$ cat config.mk
export PLATFORM = sky130hd
export DESIGN_NAME = frame_sequencer
export DESIGN_NICKNAME = d
export VERILOG_FILES = /design/src/rtl/frame_seq_pkg.sv /design/src/rtl/frame_step_cnt.sv /design/src/rtl/frame_step_decode.sv /design/src/rtl/frame_irq_flag.sv /design/src/rtl/frame_sequencer.sv
export SDC_FILE = /design/constraint.sdc
export NUM_CORES = 1
export LEC_CHECK = 0
export BUFFER_PORTS_ARGS = -buffer_cell sky130_fd_sc_hd__clkbuf_2
export CORE_ASPECT_RATIO = 1.2
export CORE_MARGIN = 5
export CORE_UTILIZATION = 60
export CTS_CLUSTER_DIAMETER = 150
export DETAILED_ROUTE_END_ITERATION = 6
export PLACE_DENSITY = 0.88
export SETUP_SLACK_MARGIN = 0.05
export SYNTH_ARGS = -nofsm -noshare
export SYNTH_HDL_FRONTEND = slang
export SYNTH_SLANG_ARGS = --single-unit
$ cat constraint.sdc
create_clock -name clk_i -period 4.2 [get_ports clk_i]
set_input_delay 0.21 -clock clk_i [delete_from_list [all_inputs] [get_ports clk_i]]
set_output_delay 0.21 -clock clk_i [all_outputs]
set_load 0.01 [all_outputs]
$ cat src/rtl/frame_seq_pkg.sv
package frame_seq_pkg;
  typedef enum logic {
    SEQ_FOUR = 1'b0,
    SEQ_FIVE = 1'b1
  } seq_mode_e;

  localparam int unsigned CTRL_W        = 8;
  localparam int unsigned CTRL_MODE_BIT = 7;
  localparam int unsigned CTRL_INH_BIT  = 6;
  localparam int unsigned NUM_BOUNDS    = 5;

  // step masks, bit k = boundary k+1
  localparam logic [NUM_BOUNDS-1:0] Q_MASK_FOUR = 5'b01111;
  localparam logic [NUM_BOUNDS-1:0] H_MASK_FOUR = 5'b01010;
  localparam logic [NUM_BOUNDS-1:0] Q_MASK_FIVE = 5'b01111;
  localparam logic [NUM_BOUNDS-1:0] H_MASK_FIVE = 5'b00101;
endpackage

$ cat src/rtl/frame_step_cnt.sv
module frame_step_cnt #(
  parameter int unsigned CNT_W = 16
) (
  input  logic             clk_i,
  input  logic             rst_ni,
  input  logic             restart_i,
  input  logic [CNT_W-1:0] wrap_i,
  output logic [CNT_W-1:0] cnt_o
);
  logic [CNT_W-1:0] cnt_q;

  always_ff @(posedge clk_i or negedge rst_ni) begin
    if (!rst_ni) begin
      cnt_q <= '0;
    end else if (restart_i) begin
      cnt_q <= '0;
    end else if (cnt_q == wrap_i) begin
      cnt_q <= CNT_W'(1);
    end else begin
      cnt_q <= cnt_q + CNT_W'(1);
    end
  end

  assign cnt_o = cnt_q;
endmodule

$ cat src/rtl/frame_step_decode.sv
module frame_step_decode
  import frame_seq_pkg::*;
#(
  parameter int unsigned CNT_W = 16,
  parameter int unsigned S1    = 7459,
  parameter int unsigned S2    = 14915,
  parameter int unsigned S3    = 22373,
  parameter int unsigned S4    = 29830,
  parameter int unsigned S5    = 37287
) (
  input  seq_mode_e        mode_i,
  input  logic [CNT_W-1:0] cnt_i,
  output logic             quarter_o,
  output logic             half_o,
  output logic             loop_end_o,
  output logic [CNT_W-1:0] wrap_o
);
  localparam logic [CNT_W-1:0] BOUND [NUM_BOUNDS] = '{
    CNT_W'(S1), CNT_W'(S2), CNT_W'(S3), CNT_W'(S4), CNT_W'(S5)
  };

  logic [NUM_BOUNDS-1:0] hit;
  logic [NUM_BOUNDS-1:0] q_mask, h_mask;

  for (genvar k = 0; k < NUM_BOUNDS; k++) begin : g_hit
    assign hit[k] = (cnt_i == BOUND[k]);
  end

  always_comb begin
    if (mode_i == SEQ_FIVE) begin
      q_mask = Q_MASK_FIVE;
      h_mask = H_MASK_FIVE;
      wrap_o = BOUND[4];
    end else begin
      q_mask = Q_MASK_FOUR;
      h_mask = H_MASK_FOUR;
      wrap_o = BOUND[3];
    end
  end

  assign quarter_o  = |(hit & q_mask);
  assign half_o     = |(hit & h_mask);
  assign loop_end_o = (mode_i == SEQ_FOUR) && hit[3];
endmodule

$ cat src/rtl/frame_irq_flag.sv
module frame_irq_flag #(
  parameter int unsigned TAIL = 2
) (
  input  logic clk_i,
  input  logic rst_ni,
  input  logic arm_i,
  input  logic restart_i,
  input  logic wr_clr_i,
  input  logic rd_clr_i,
  output logic flag_o
);
  logic [TAIL-1:0] tail_q;
  logic [TAIL:0]   tail_d;
  logic            set_now;
  logic            flag_q;

  assign tail_d  = {tail_q, arm_i};
  assign set_now = arm_i || (|tail_q);

  always_ff @(posedge clk_i or negedge rst_ni) begin
    if (!rst_ni) begin
      tail_q <= '0;
    end else if (restart_i) begin
      tail_q <= '0;
    end else begin
      tail_q <= tail_d[TAIL-1:0];
    end
  end

  // write clear > set > read clear
  always_ff @(posedge clk_i or negedge rst_ni) begin
    if (!rst_ni) begin
      flag_q <= 1'b0;
    end else if (wr_clr_i) begin
      flag_q <= 1'b0;
    end else if (set_now) begin
      flag_q <= 1'b1;
    end else if (rd_clr_i) begin
      flag_q <= 1'b0;
    end
  end

  assign flag_o = flag_q;
endmodule

$ cat src/rtl/frame_sequencer.sv
module frame_sequencer
  import frame_seq_pkg::*;
#(
  parameter int unsigned S1       = 7459,
  parameter int unsigned S2       = 14915,
  parameter int unsigned S3       = 22373,
  parameter int unsigned S4       = 29830,
  parameter int unsigned S5       = S4 + (S4 - S3),
  parameter int unsigned IRQ_TAIL = 2
) (
  input  logic              clk_i,
  input  logic              rst_ni,
  input  logic              ctrl_we_i,
  input  logic [CTRL_W-1:0] ctrl_wdata_i,
  input  logic              stat_rd_i,
  output logic              quarter_o,
  output logic              half_o,
  output logic              irq_o
);
  localparam int unsigned CNT_W = $clog2(S5 + 1);

  seq_mode_e        mode_q;
  logic             inh_q;
  logic             imm_q;
  logic [CNT_W-1:0] cnt;
  logic [CNT_W-1:0] wrap;
  logic             dec_q, dec_h, loop_end;
  logic             arm;

  always_ff @(posedge clk_i or negedge rst_ni) begin
    if (!rst_ni) begin
      mode_q <= SEQ_FOUR;
      inh_q  <= 1'b0;
      imm_q  <= 1'b0;
    end else begin
      imm_q <= ctrl_we_i && ctrl_wdata_i[CTRL_MODE_BIT];
      if (ctrl_we_i) begin
        mode_q <= seq_mode_e'(ctrl_wdata_i[CTRL_MODE_BIT]);
        inh_q  <= ctrl_wdata_i[CTRL_INH_BIT];
      end
    end
  end

  frame_step_cnt #(.CNT_W(CNT_W)) i_cnt (
    .clk_i    (clk_i),
    .rst_ni   (rst_ni),
    .restart_i(ctrl_we_i),
    .wrap_i   (wrap),
    .cnt_o    (cnt)
  );

  frame_step_decode #(
    .CNT_W(CNT_W), .S1(S1), .S2(S2), .S3(S3), .S4(S4), .S5(S5)
  ) i_dec (
    .mode_i    (mode_q),
    .cnt_i     (cnt),
    .quarter_o (dec_q),
    .half_o    (dec_h),
    .loop_end_o(loop_end),
    .wrap_o    (wrap)
  );

  assign arm = loop_end && !inh_q;

  frame_irq_flag #(.TAIL(IRQ_TAIL)) i_flag (
    .clk_i    (clk_i),
    .rst_ni   (rst_ni),
    .arm_i    (arm),
    .restart_i(ctrl_we_i),
    .wr_clr_i (ctrl_we_i && ctrl_wdata_i[CTRL_INH_BIT]),
    .rd_clr_i (stat_rd_i),
    .flag_o   (irq_o)
  );

  // immediate step after a five-step write
  assign quarter_o = dec_q || imm_q;
  assign half_o    = dec_h || imm_q;
endmodule

Word level (Yosys, flattened, before mapping)
Cells that the tools add are included.
Storage, ports and cells
  flip-flop bits (word level): 22
Cells by class
  reductions and logical operators: 12
  bitwise operators: 2
  muxes and demuxes: 8
  equal/unequal tests: 6
  add/sub/neg operators: 1
Operators by type and width (count)
  2-to-1 mux 16 bit: 3
  equality test 16 x 15 -> 1 bit, second input constant: 2
  adder 16 x 1 -> 16 bit, second input constant: 1
  equality test 16 x 13 -> 1 bit, second input constant: 1
  equality test 16 x 14 -> 1 bit, second input constant: 1
  equality test 16 bit: 1
  equality test 16 bit, second input constant: 1
  AND 5 bit: 1
  OR reduction 5 bit: 1
  logical AND 1 bit: 4
  2-to-1 mux 4 bit: 1
  OR reduction 4 bit: 1
  logical OR 1 bit: 3
  2-to-1 mux 1 bit: 3
  nonzero test 3 bit: 1
  2-to-1 mux 2 bit: 1
  OR reduction 2 bit: 1
  zero test 1 bit: 1
  inverter 1 bit: 1

Depth between registers and ports, before layout
  depth in word-level cells: 6
  depth in mapped cells: 6

Hierarchy
A second synthesis with hierarchy kept.
Unflattened totals
  cells, all modules: 158
  area, all modules: 1636.6 µm²
Modules (own cells, without submodules)
  frame_step_cnt: cells an instance 100, area each 1087.3 µm², times used 1, seq. area each 400.4 µm²
  frame_step_decode: cells an instance 40, area each 295.3 µm², times used 1, seq. area each 0.0 µm²
  frame_sequencer: cells an instance 10, area each 137.6 µm², times used 1, seq. area each 75.1 µm²
  frame_irq_flag: cells an instance 8, area each 116.4 µm², times used 1, seq. area each 75.1 µm²

Worst setup path before layout
No wires, ideal clock.
  kind: register to register
  start point: register i_cnt.cnt_q[10], in the netlist i_cnt.cnt_o[10]
  end point: register i_cnt.cnt_q[10], in the netlist i_cnt.cnt_o[10]
  cell stages (with the launch flop): 7
  buffers on the path: 2
  path slack: 2.204 ns
  data arrival time: 1.860 ns
  data required time: 4.064 ns
  cells stage by stage: dfrtp_1 buf_6 nand4b_1 or4b_4 a2111oi_4 buf_6 nor3_1
Between the ends
  longest elaborated chain between the ends: 3
RTL lines
  from (decl): RTL line frame_step_cnt.sv:10  | logic [CNT_W-1:0] cnt_q;
  from (signal assigned): RTL line frame_step_cnt.sv:20  | cnt_q <= cnt_q + CNT_W'(1);
  adder 16 x 1 -> 16 bit / equality test 16 bit (equally long branches): RTL line frame_step_cnt.sv:20, frame_step_cnt.sv:17
  2-to-1 mux 16 bit (*): RTL line frame_step_cnt.sv:17  | end else if (cnt_q == wrap_i) begin
  2-to-1 mux 16 bit (*): RTL line frame_step_cnt.sv:15  | end else if (restart_i) begin
Every way passes the cells marked *; elsewhere a longest branch is shown, timed or not.
A chain may end at the register's enable or synchronous reset.

Final worst setup path
  start point: register i_cnt.cnt_q[0], in the netlist i_cnt.cnt_o[0]
  end point: output port half_o
Between the ends
  longest elaborated chain between the ends: 4
RTL lines
  equality test 16 x 13 -> 1 bit, or another cell as far along: RTL line frame_step_decode.sv:26  | assign hit[k] = (cnt_i == BOUND[k]);
  AND 5 bit (*): RTL line frame_step_decode.sv:42  | assign half_o = |(hit & h_mask);
  OR reduction 5 bit (*): RTL line frame_step_decode.sv:42
  logical OR 1 bit (*): RTL line frame_sequencer.sv:77  | assign half_o = dec_h || imm_q;
  to (decl): RTL line frame_sequencer.sv:17  | output logic half_o,
Marks and branches as above.

==> summary.txt <==
Post-route antenna net violation count - 0
Unique cell type count in the Yosys netlist - 37
Post-Syn Area - 1280 µm²
FILL cells - 153
Clock period minus worst slack - 2.68 ns
Pre-antenna DRT Iters - 4
Antenna Diode Count - 0
Detailed-route vias per instance - 6.39
Number of synthesized flops with an enable pin - 0
Type of destination of the critical path - output pin
Pin count of the biggest net entering global routing - 23
GRT Total Usage - 0.189
Max_slew headroom - 0.384
Weighted congestion reported at the end of routability-driven placement - 0.858
Biggest area contributors in the synthesized netlist - sky130_fd_sc_hd__dfrtp_1, sky130_fd_sc_hd__xor2_1, sky130_fd_sc_hd__nor3_1
Max-cap violation count - 0
Avg Synthesized Cell Area - 10.1 µm²
Net count reported at finish - 146
Type of the worst setup path - register to output pin
Leak pwr - 0.000544 µW
H-Tree Level Count - 1
Area fraction of the dominant cell type after synthesis - 0.430
Row count - 18
Maximum clock rate - 373 MHz
Via count of the first global-routing pass - 957
Die area - 3160 µm²
Worst ir drop on vdd - 0.237 mV
Maximum clock insertion buffer count - 2
Post-synthesis to final-layout area growth - 5.47%
Top-level I/O count - 15
Post-synthesis net count - 142
Worst Hold Margin - 0.121 ns
Power density over cell area - 271 nW/µm²
Number of antenna violations at the first check in global routing - 0
Mapped Cells - 127
Hpwl dp - 1910 µm
Worst min-delay path class - input port to register
Count of input and output buffers - 8
RSZ-0062 raised after global routing - no
Clock buffer count from CTS - 3
Final critical-path share of the clock period - 0.639
WP data arrival - 2.47 ns
Chip Height - 60.6 µm
Clock transition at the registers of the reported paths - 0.12 ns
Final-layout setup total negative slack - 0 ns
Leading post-synthesis cells by instance count - sky130_fd_sc_hd__dfrtp_1, sky130_fd_sc_hd__nor3_1, sky130_fd_sc_hd__xor2_1
Status - completed
Register area share after synthesis - 0.430
Initial DRC count - 47
TritonCTS clock tree - done
Detailed Route WL - 2710 µm
Total via count after detailed routing - 1022
Critical path peak fanout - 7
Final Skew - 0.00602 ns
Fin. Hold Viols - 0
Fraction of registers with async set or reset after synthesis - 1.00
Flip-flop and latch count after synthesis - 22
# setup viols final - 0
Total DRC errors in the routed layout - 0
Clock latency on the worst-skew pair - 0.32 ns
Post-detailed-route wirelength per cell - 16.9 µm
Required arrival time at the worst endpoint - 3.99 ns
Initial core utilization - 0.625
Most common cell in the synthesized netlist - sky130_fd_sc_hd__dfrtp_1
Total gr overflow - 0
Proportion of layout cells with a drive suffix above 1 - 0.131
Clock tree root buffer cell - sky130_fd_sc_hd__clkbuf_4
Slew Limit Fails - 0
Startpoint Class - register
Number of warnings reported in the yosys synthesis log - 0
Cell type contributing the most total cell area after synthesis - sky130_fd_sc_hd__dfrtp_1
Area of the core - 2050 µm²
Commonest register cell after synthesis - sky130_fd_sc_hd__dfrtp_1
Post-cts resize count - 0
First-pass GRT wire length - 4390 µm
Die outline width - 52.2 µm
Pin slew with the least headroom to its limit - 0.923 ns
Clock tree sinks - 22
-- where the power goes --
part,internal (µW),total [µW],switching (µW)
logic,10.5,27.3,16.8
clock network,53.1,117,64.3
registers,216,221,4.99
-- logic make-up (layout without fill, tap and decap cells) --
kind of cell,count (synthesis),in the layout,share of synthesized area
XOR/XNOR,11,11,0.0753
adder cells (fa/ha/maj),3,3,0.0293
flip-flops,22,22,0.430
AND/OR/NAND/NOR,60,60,0.293
AO/OA/AOI/OAI,16,16,0.109
buffers and inverters,14,17,0.0538
multiplexers,1,1,0.00880
-- cell usage in the layout, fill, tap and decap left out --
cell type / instances
sky130_fd_sc_hd__dlygate4sd3_1: 1
sky130_fd_sc_hd__clkbuf_4: 3
sky130_fd_sc_hd__clkbuf_8: 1
sky130_fd_sc_hd__and3_1: 1
sky130_fd_sc_hd__xnor2_1: 1
sky130_fd_sc_hd__nor3_1: 12
sky130_fd_sc_hd__a2111oi_4: 1
sky130_fd_sc_hd__nor4b_1: 2
sky130_fd_sc_hd__nand3b_1: 1
sky130_fd_sc_hd__clkbuf_2: 8
sky130_fd_sc_hd__nand3_1: 9
sky130_fd_sc_hd__dfrtp_1: 22
sky130_fd_sc_hd__o21bai_1: 1
sky130_fd_sc_hd__nor2_1: 4
sky130_fd_sc_hd__nand4_1: 7
sky130_fd_sc_hd__nor3b_1: 1
sky130_fd_sc_hd__mux2_2: 1
sky130_fd_sc_hd__a22oi_1: 1
sky130_fd_sc_hd__and2_1: 3
sky130_fd_sc_hd__nand4bb_1: 2
sky130_fd_sc_hd__o21ba_2: 1
sky130_fd_sc_hd__o21ai_0: 3
sky130_fd_sc_hd__nor2b_1: 2
sky130_fd_sc_hd__and4_1: 3
sky130_fd_sc_hd__xor2_1: 10
sky130_fd_sc_hd__nand2_1: 4
sky130_fd_sc_hd__nor4bb_1: 2
sky130_fd_sc_hd__ha_1: 3
sky130_fd_sc_hd__o31ai_1: 1
sky130_fd_sc_hd__nand4b_1: 1
sky130_fd_sc_hd__a2111oi_0: 1
sky130_fd_sc_hd__a211o_1: 1
sky130_fd_sc_hd__a311o_1: 1
sky130_fd_sc_hd__a211oi_1: 5
sky130_fd_sc_hd__or4b_4: 1
sky130_fd_sc_hd__or4b_2: 1
sky130_fd_sc_hd__or3_1: 4
sky130_fd_sc_hd__inv_1: 4
-- stage by stage --
step | cell area (µm²) | power (µW) | util | std cells | setup WS (ns)
final | 1350 | 366 | 0.659 | 160 | 1.52
after global routing | 1350 | 381 | 0.659 | 160 | 1.34
after CTS | 1350 | 367 | 0.659 | 160 | 1.55
after detailed placement | 1300 | 251 | 0.636 | 155 | 1.85
after global placement | 1300 | 250 | 0.636 | 155 | 1.91
after floorplan | 1280 | 240 | - | 127 | 2.20
-- registers in the layout, summed over array words and instances (netlist names) --
signal,cells
i_cnt.cnt_o,16
i_flag.tail_q,2
i_flag.flag_o,1
imm_q,1
inh_q,1
mode_q,1
-- metal layers --
metal / track usage / wire [µm]
met1: 0.243 / 1130
met2: 0.311 / 1430
met3: 0.0221 / 83
met4: 0.109 / 63
met5: 0 / 0
-- final timing paths --
kind | from | to | slack [ns] | cells after the start
worst max-delay path | i_cnt.cnt_o[0] | half_o | 1.52 | 6
worst min-delay path | ctrl_wdata_i[7] | imm_q | 0.12 | 2
worst max register to register | i_cnt.cnt_o[10] | i_cnt.cnt_o[12] | 1.80 | 4
worst min register to register | inh_q | inh_q | 0.53 | 1
max in group asynchronous | rst_ni | i_cnt.cnt_o[2] | 3.46 | 2
min in group asynchronous | rst_ni | i_cnt.cnt_o[3] | 0.39 | 2
-- final cells by class --
type / instances / area, µm² / share of cell area
Tap cell: 30 / 37.5 / 0.0278
Sequential cell: 22 / 551 / 0.408
Inverter: 4 / 15.0 / 0.0111
Multi-Input combinational cell: 91 / 661 / 0.489
Clock buffer: 4 / 36.3 / 0.0269
Timing Repair Buffer: 9 / 50.0 / 0.0371
-- timing repair --
| action | 4_1_cts | 5_1_grt |
|---|---|---|
| hold buffers | 1 | 0 |
| setup buffers | 0 | 0 |
| endpoints found under the hold margin | 22 | 0 |
| setup endpoints to repair | 0 | 0 |
-- worst max-delay path, cell delays in order (launching register included) --
cell and delay [ns]:
sky130_fd_sc_hd__dfrtp_1 0.47, sky130_fd_sc_hd__ha_1 0.35, sky130_fd_sc_hd__nor4b_1 0.42, sky130_fd_sc_hd__nand4_1 0.18
sky130_fd_sc_hd__a2111oi_0 0.43, sky130_fd_sc_hd__a311o_1 0.19, sky130_fd_sc_hd__clkbuf_2 0.13
(Power assumes the default switching activity.)
